File: src/rtl/nand_ecc_pkg.sv
package nand_ecc_pkg;
  localparam int BYTE_W  = 8;
  localparam int BITS_LG = 3;
  localparam int COL_W   = 2 * BITS_LG;
  localparam int SLOTS_PER_HALF = 3;

  // Mask of byte bit positions whose position bit j is set
  function automatic logic [BYTE_W-1:0] col_mask(input int j);
    logic [BYTE_W-1:0] m;
    for (int b = 0; b < BYTE_W; b++) begin
      m[b] = ((b >> j) & 1) == 1;
    end
    return m;
  endfunction
endpackage

File: src/rtl/nand_ecc_fold.sv
module nand_ecc_fold
  import nand_ecc_pkg::*;
#(
  parameter int IDX_W = 8
) (
  input  logic [IDX_W-1:0]   idx,
  input  logic [BYTE_W-1:0]  data,
  output logic [2*IDX_W-1:0] lp_flip,
  output logic [COL_W-1:0]   cp_flip
);
  logic par;
  assign par = ^data;

  for (genvar k = 0; k < IDX_W; k++) begin : g_line
    assign lp_flip[2*k+1] = par &  idx[k];
    assign lp_flip[2*k]   = par & ~idx[k];
  end

  for (genvar j = 0; j < BITS_LG; j++) begin : g_col
    localparam logic [BYTE_W-1:0] MSK = col_mask(j);
    assign cp_flip[2*j+1] = ^(data &  MSK);
    assign cp_flip[2*j]   = ^(data & ~MSK);
  end
endmodule

File: src/rtl/nand_ecc_half.sv
module nand_ecc_half
  import nand_ecc_pkg::*;
#(
  parameter int IDX_W = 8
) (
  input  logic               clk,
  input  logic               rst,
  input  logic               clr,
  input  logic               upd,
  input  logic [IDX_W-1:0]   idx,
  input  logic [BYTE_W-1:0]  data,
  output logic [2*IDX_W-1:0] lp,
  output logic [COL_W-1:0]   cp
);
  logic [2*IDX_W-1:0] lp_flip;
  logic [COL_W-1:0]   cp_flip;

  nand_ecc_fold #(.IDX_W(IDX_W)) u_fold (
    .idx     (idx),
    .data    (data),
    .lp_flip (lp_flip),
    .cp_flip (cp_flip)
  );

  always_ff @(posedge clk) begin
    if (rst || clr) begin
      lp <= '0;
      cp <= '0;
    end else if (upd) begin
      lp <= lp ^ lp_flip;
      cp <= cp ^ cp_flip;
    end
  end
endmodule

File: src/rtl/nand_ecc_readout.sv
module nand_ecc_readout
  import nand_ecc_pkg::*;
#(
  parameter int HALVES = 2,
  parameter int LP_W   = 16,
  localparam int SLOTS = SLOTS_PER_HALF * HALVES,
  localparam int PTR_W = $clog2(SLOTS)
) (
  input  logic                    clk,
  input  logic                    rst,
  input  logic                    clr,
  input  logic                    rd_stb,
  input  logic [HALVES*LP_W-1:0]  lp_all,
  input  logic [HALVES*COL_W-1:0] cp_all,
  output logic [BYTE_W-1:0]       rd_byte,
  output logic [PTR_W-1:0]        rd_ptr
);
  logic [BYTE_W-1:0] slot [SLOTS];

  for (genvar h = 0; h < HALVES; h++) begin : g_pack
    logic [2*BYTE_W-1:0] lp16;
    assign lp16 = (2*BYTE_W)'(lp_all[h*LP_W +: LP_W]);
    assign slot[3*h]   = lp16[BYTE_W-1:0];
    assign slot[3*h+1] = lp16[2*BYTE_W-1:BYTE_W];
    assign slot[3*h+2] = {cp_all[h*COL_W +: COL_W], 2'b11};
  end

  always_ff @(posedge clk) begin
    if (rst || clr) begin
      rd_ptr  <= '0;
      rd_byte <= '0;
    end else if (rd_stb) begin
      rd_byte <= slot[rd_ptr];
      rd_ptr  <= (rd_ptr == PTR_W'(SLOTS-1)) ? '0 : rd_ptr + 1'b1;
    end
  end
endmodule

File: src/rtl/nand_ecc_gen.sv
module nand_ecc_gen
  import nand_ecc_pkg::*;
#(
  parameter int HALF_BYTES = 256,
  parameter int HALVES     = 2,
  localparam int IDX_W = $clog2(HALF_BYTES),
  localparam int LP_W  = 2 * IDX_W,
  localparam int SEC_N = HALF_BYTES * HALVES,
  localparam int SEC_W = $clog2(SEC_N),
  localparam int LPR_W = HALVES * LP_W,
  localparam int CPR_W = HALVES * COL_W
) (
  input  logic              clk,
  input  logic              rst,
  input  logic              ecc_clr,
  input  logic              calc_en,
  input  logic              byte_vld,
  input  logic [BYTE_W-1:0] byte_data,
  input  logic              rd_stb,
  output logic [BYTE_W-1:0] rd_byte,
  output logic [LPR_W-1:0]  lpr,
  output logic [CPR_W-1:0]  cpr
);
  localparam int PTR_W = $clog2(SLOTS_PER_HALF * HALVES);

  logic             accept;
  logic [SEC_W-1:0] sec_cnt;
  logic [PTR_W-1:0] rd_ptr;

  // Clear outranks a same-edge byte strobe
  assign accept = byte_vld && calc_en && !ecc_clr;

  always_ff @(posedge clk) begin
    if (rst || ecc_clr) begin
      sec_cnt <= '0;
    end else if (accept) begin
      sec_cnt <= (sec_cnt == SEC_W'(SEC_N-1)) ? '0 : sec_cnt + 1'b1;
    end
  end

  for (genvar h = 0; h < HALVES; h++) begin : g_half
    logic upd;
    assign upd = accept && (sec_cnt[SEC_W-1:IDX_W] == (SEC_W-IDX_W)'(h));
    nand_ecc_half #(.IDX_W(IDX_W)) u_half (
      .clk  (clk),
      .rst  (rst),
      .clr  (ecc_clr),
      .upd  (upd),
      .idx  (sec_cnt[IDX_W-1:0]),
      .data (byte_data),
      .lp   (lpr[h*LP_W +: LP_W]),
      .cp   (cpr[h*COL_W +: COL_W])
    );
  end

  nand_ecc_readout #(.HALVES(HALVES), .LP_W(LP_W)) u_rd (
    .clk     (clk),
    .rst     (rst),
    .clr     (ecc_clr),
    .rd_stb  (rd_stb),
    .lp_all  (lpr),
    .cp_all  (cpr),
    .rd_byte (rd_byte),
    .rd_ptr  (rd_ptr)
  );
endmodule

File: config.mk
export PLATFORM = sky130hd
export DESIGN_NAME = nand_ecc_gen
export DESIGN_NICKNAME = d
export VERILOG_FILES = /design/src/rtl/nand_ecc_pkg.sv /design/src/rtl/nand_ecc_fold.sv /design/src/rtl/nand_ecc_half.sv /design/src/rtl/nand_ecc_readout.sv /design/src/rtl/nand_ecc_gen.sv
export SDC_FILE = /design/constraint.sdc
export NUM_CORES = 1
export LEC_CHECK = 0
export BUFFER_PORTS_ARGS = -buffer_cell sky130_fd_sc_hd__buf_4
export CORE_UTILIZATION = 40
export DETAILED_ROUTE_END_ITERATION = 8
export HOLD_SLACK_MARGIN = 0.03
export PLACE_DENSITY = 0.71
export SETUP_SLACK_MARGIN = 0.02
export SLEW_MARGIN = 10
export SYNTH_ARGS = -nofsm -noshare
export SYNTH_HDL_FRONTEND = slang
export SYNTH_SLANG_ARGS = --single-unit
export TNS_END_PERCENT = 30
File: constraint.sdc
create_clock -name clk -period 3.3 [get_ports clk]
set_clock_uncertainty 0.15 [all_clocks]
set_input_delay 0.66 -clock clk [delete_from_list [all_inputs] [get_ports clk]]
set_output_delay 0.66 -clock clk [all_outputs]
set_load 0.005 [all_outputs]
# Yosys cells after proc, flatten, opt, wreduce, memory -nomap -nowiden
# Cells that the tools add are included.
# totals
in_bits	14
regBits	64
output_inout_bits	52
# classes
n_reduce_logical	13
n_eq_ne	2
bitwise	30
order_cmp	1
add_sub_neg	2
muxes	5
# ops
cell	n
$reduce_xor A8 Y1	7
$xor A16 B16 Y16	2
$bmux W8 S3	1
$and A1 B1 Y1	16
$mux W8	2
$xor A6 B6 Y6	2
$add A9 B1 Y9 const B	1
$eq A9 B9 Y1 const B	1
$mux W9	1
$not A1 Y1	9
$ge A4 B4 Y1 const B	1
$logic_and A1 B1 Y1	4
$not A3 Y4	1
$add A3 B1 Y3 const B	1
$eq A3 B3 Y1 const B	1
$mux W3	1
$logic_not A1 Y1	1
$logic_or A1 B1 Y1	1

# Depth between registers and ports, before layout
# logic_depth
word_depth	4
depth_mapped	8
depth_no_buf	7

# Modules after synthesis
# Synthesis repeated with hierarchy kept, for this count alone.
# hier_totals
hier_cells	395
area_unflattened_um2	3967.6
# by_module_without_submodules
mod	instances	area_each_um2	seq_area_each_um2	cells_each
nand_ecc_half	2	1107.3	440.4	96
nand_ecc_readout	1	759.5	220.2	86
nand_ecc_fold	2	254.0	0.0	33
nand_ecc_gen	1	485.5	180.2	51

# Worst setup path before layout
# No wires, ideal clock.
# synth_timing
kind	in2reg
startpoint	input port byte_data[3]
endpoint	register g_half[1].u_half.lp[15]
t_arrival_ns	2.035
setup_slack_ns	1.028
setup_time_ns	0.087
path_stages	7
cell_sequence	xnor2_1 xnor2_1 xnor2_1 clkbuf_1 buf_2 o211ai_1 o31ai_1
# synth_via
elab_chain_len	3
# synth_rtl
element	line	rtl
start, declared	nand_ecc_gen.sv:18	input logic [BYTE_W-1:0] byte_data,
$reduce_xor A8 Y1	nand_ecc_fold.sv:12	assign par = ^data;
$and A1 B1 Y1	nand_ecc_fold.sv:15	assign lp_flip[2*k+1] = par & idx[k];
$xor A16 B16 Y16	nand_ecc_half.sv:30	lp <= lp ^ lp_flip;
end signal, assigned	nand_ecc_half.sv:30	
end, declared	nand_ecc_half.sv:12	output logic [2*IDX_W-1:0] lp,
# No other way between the ends.
# A chain may end at the register's enable or synchronous reset.

# Worst setup path after layout
# layout_timing
startpoint	input port byte_data[3]
endpoint	register g_half[0].u_half.lp[8]
# layout_via
elab_chain_len	3
# layout_rtl
element	line	rtl
$reduce_xor A8 Y1	nand_ecc_fold.sv:12	
$and A1 B1 Y1	nand_ecc_fold.sv:16	assign lp_flip[2*k] = par & ~idx[k];
$xor A16 B16 Y16	nand_ecc_half.sv:30	
end signal, assigned	nand_ecc_half.sv:30	
end, declared	nand_ecc_half.sv:12	
# No other way between the ends.

==> impl_metrics.yaml <==
outcome:
  outcome: "completed"
clocking:
  postCtsResizedCells: 0
  htreeDepth: 3
  cts_tree: "built"
  cts.sinks: 64
  clk_pin_slew_ns: 0.06
  root_buffer: "clkbuf_8"
  hold_buffers: 0
  clk_latency_ns: 0.34
  numCtsBuffers: 9
  cts_setup_buffers: 0
  clock_path_buffers: 2
sta:
  finalSetupViolations: 0
  fin_setup_tns_ns: 0
  fin_crit_sh_pct: 74.4
  slew_headroom_pct: 30.2
  hold_viol_final: 0
  clock.fmax_mhz: 407
  fin_crit_ns: 2.46
  slew_violations: 0
  tightest_slew_ns: 1.05
  rsz0062_at_grt: "false"
setup_path:
  r2r-start: "sec_cnt[0]$_SDFFE_PP0P_"
  startpoint_type: "input pin"
  worstPathArrival_ns: 2.56
  reg2regPathDepth: 7
  required_ns: 3.41
  rrSetupSlack_ns: 1.09
  crit_path_end_kind: "flop"
  crit_fanout: 48
  worstSetupPathType: "input pin to flop"
  reg2reg_to: "sec_cnt[3]$_SDFFE_PP0P_"
yosys:
  synth_area_per_cell_um2: 8.61
  synth_largest_area_cell: "dfxtp_1"
  synthArstFlopShare_pct: 0
  ys_types: 31
  ys_warn_count: 0
  synth-edff-count: 0
  synth.ff_latch_count: 64
  synthesis.nets: 383
  synth_top_area_share_pct: 40.7
  synth_area_mm2: 0.00315
  ys_seq_area_share_pct: 40.7
  netlist_instances: 366
  synth.area.top_cells: "dfxtp_1 (41%), or4_1 (7.4%), a21oi_1 (7.3%), nand2_1 (5.4%), xnor2_1 (4.7%)"
  synth_ff_type: "dfxtp_1"
floorplanning:
  pin_count: 66
  core_area_mm2: 0.00745
  rows: 31
  initial_core_util_pct: 42.3
  dieArea_mm2: 0.00824
  die_w_um: 90.8
  die_h_um: 90.8
power_and_ir_drop:
  max-vdd-ir-drop_uv: 191
  powerDensity_mw_per_mm2: 451
  cellLeakagePower_nw: 1.46
placement:
  dp_hpwl_um: 5880
  globalplace.congestion: 0.790
  port_buffers: 65
  placed_area_mm2: 0.00370
drt:
  wl_per_cell_um: 16.3
  num_vias: 2944
  wl_um: 8480
  remaining_drc_errors: 0
  detail-route-antenna-nets: 0
  drt_pre_antenna_iters: 4
  drtIter0Drc: 190
  vias_per_cell: 5.66
layout:
  layout_common_cells: "buf_4 (69), dfxtp_1 (64), a21oi_1 (46)"
  num-fill-cells: 708
  finalNetCount: 433
  layout-drive-gt1-share_pct: 24.2
  layout_commonest_cell: "buf_4"
  final_area_mm2: 0.00392
  area_growth_pct: 24.3
  diodes: 0
global_routing:
  antenna_found_initial: 0
  grt_use_total_pct: 21.7
  grt_pass1_wl_um: 14000
  grt_pass1_vias: 2752
  overflow: 0
  grt_max_degree: 57
worst_hold_path:
  min-delay-start: "g_half[1].u_half.lp[5]$_SDFFE_PP0P_"
  whs_endpoint: "g_half[1].u_half.lp[5]$_SDFFE_PP0P_"
  worstHoldPathType: "flop to flop"
  min_path_cells: 2
job:
  drv_cap: 0
layout make-up:
type	instances	area (µm²)	share of cell area [%]
Inverter	1	3.75	0.0958
Clock inverter	6	82.6	2.11
Multi-Input combinational cell	270	1750	44.7
Tap cell	99	124	3.16
Sequential cell	64	1280	32.7
Timing Repair Buffer	70	538	13.7
Clock buffer	10	138	3.51
synth_stat cells, types with 2 or more instances:
library cell and count:
dfxtp_1 64, a21oi_1 46, nand2_1 45, or4_1 31, clkbuf_1 25, o21ai_0 20, o31ai_1 17, xnor2_1 17
nor2_1 16, o211ai_1 16, or3_1 14, mux2_2 8, nor2b_1 8, mux4_2 6, nor3_1 4, xor2_1 4
buf_2 3, ha_1 3, nand4_1 3, a31oi_1 2, and2_1 2, buf_1 2, nand3_1 2
logic make-up after synthesis:
group / synth area share (%)
XOR/XNOR: 5.84
adder cells (fa/ha/maj): 1.19
buffers and inverters: 4.05
multiplexers: 7.15
flip-flops: 40.7
AO/OA/AOI/OAI: 19.0
AND/OR/NAND/NOR: 22.1
stage by stage:
| step | power, mW | setup WS (ns) | std cells | hold slack [ns] | utilization (%) |
|---|---|---|---|---|---|
| floorplan | 0.958 | 1.03 | 366 | 0.328 | - |
| global placement | 1.03 | 0.608 | 504 | 0.338 | 49.6 |
| detailed placement | 1.03 | 0.517 | 504 | 0.349 | 49.6 |
| CTS | 1.78 | 0.871 | 520 | 0.361 | 52.6 |
| global route | 1.84 | 0.734 | 520 | 0.370 | 52.6 |
| finish | 1.77 | 0.843 | 520 | 0.363 | 52.6 |
registers in the layout, summed over array words and instances (netlist names):
register and cells:
u_rd.rd_ptr 3, g_half.u_half.lp 32, sec_cnt 9, u_rd.rd_byte 8, g_half.u_half.cp 12
how the worst max path moves through the flow:
stage,start,endpoint,depth (start not counted)
6_report,byte_data[3],g_half[0].u_half.lp[8]$_SDFFE_PP0P_,7
3_3_place_gp,byte_data[3],g_half[0].u_half.lp[10]$_SDFFE_PP0P_,7
4_1_cts,byte_data[3],g_half[0].u_half.lp[8]$_SDFFE_PP0P_,7
2_1_floorplan,byte_data[3],g_half[1].u_half.lp[15]$_SDFFE_PP0P_,7
5_1_grt,byte_data[1],g_half[0].u_half.lp[8]$_SDFFE_PP0P_,7
3_5_place_dp,byte_data[3],g_half[0].u_half.lp[8]$_SDFFE_PP0P_,7
critical path, stage by stage:
cell	delay (ns)
buf_4	0.12
xnor2_1	0.13
xnor2_1	0.41
xnor2_2	0.33
buf_12	0.27
or4_1	0.48
a21oi_1	0.16
metal layers:
layer,vias up,GRT usage [%],part of all wire [%]
li1,1454,-,-
met1,1408,28.6,46
met2,72,33.4,47
met3,10,6.57,5.1
met4,0,7.53,1.7
met5,-,0,0
where the power goes:
| group | internal (mW) | switching (mW) |
|---|---|---|
| clock network | 0.442 | 0.306 |
| registers | 0.779 | 0.0129 |
| logic | 0.0779 | 0.149 |
| total | 1.30 | 0.467 |
No activity file was read; power rests on OpenSTA's default activity.
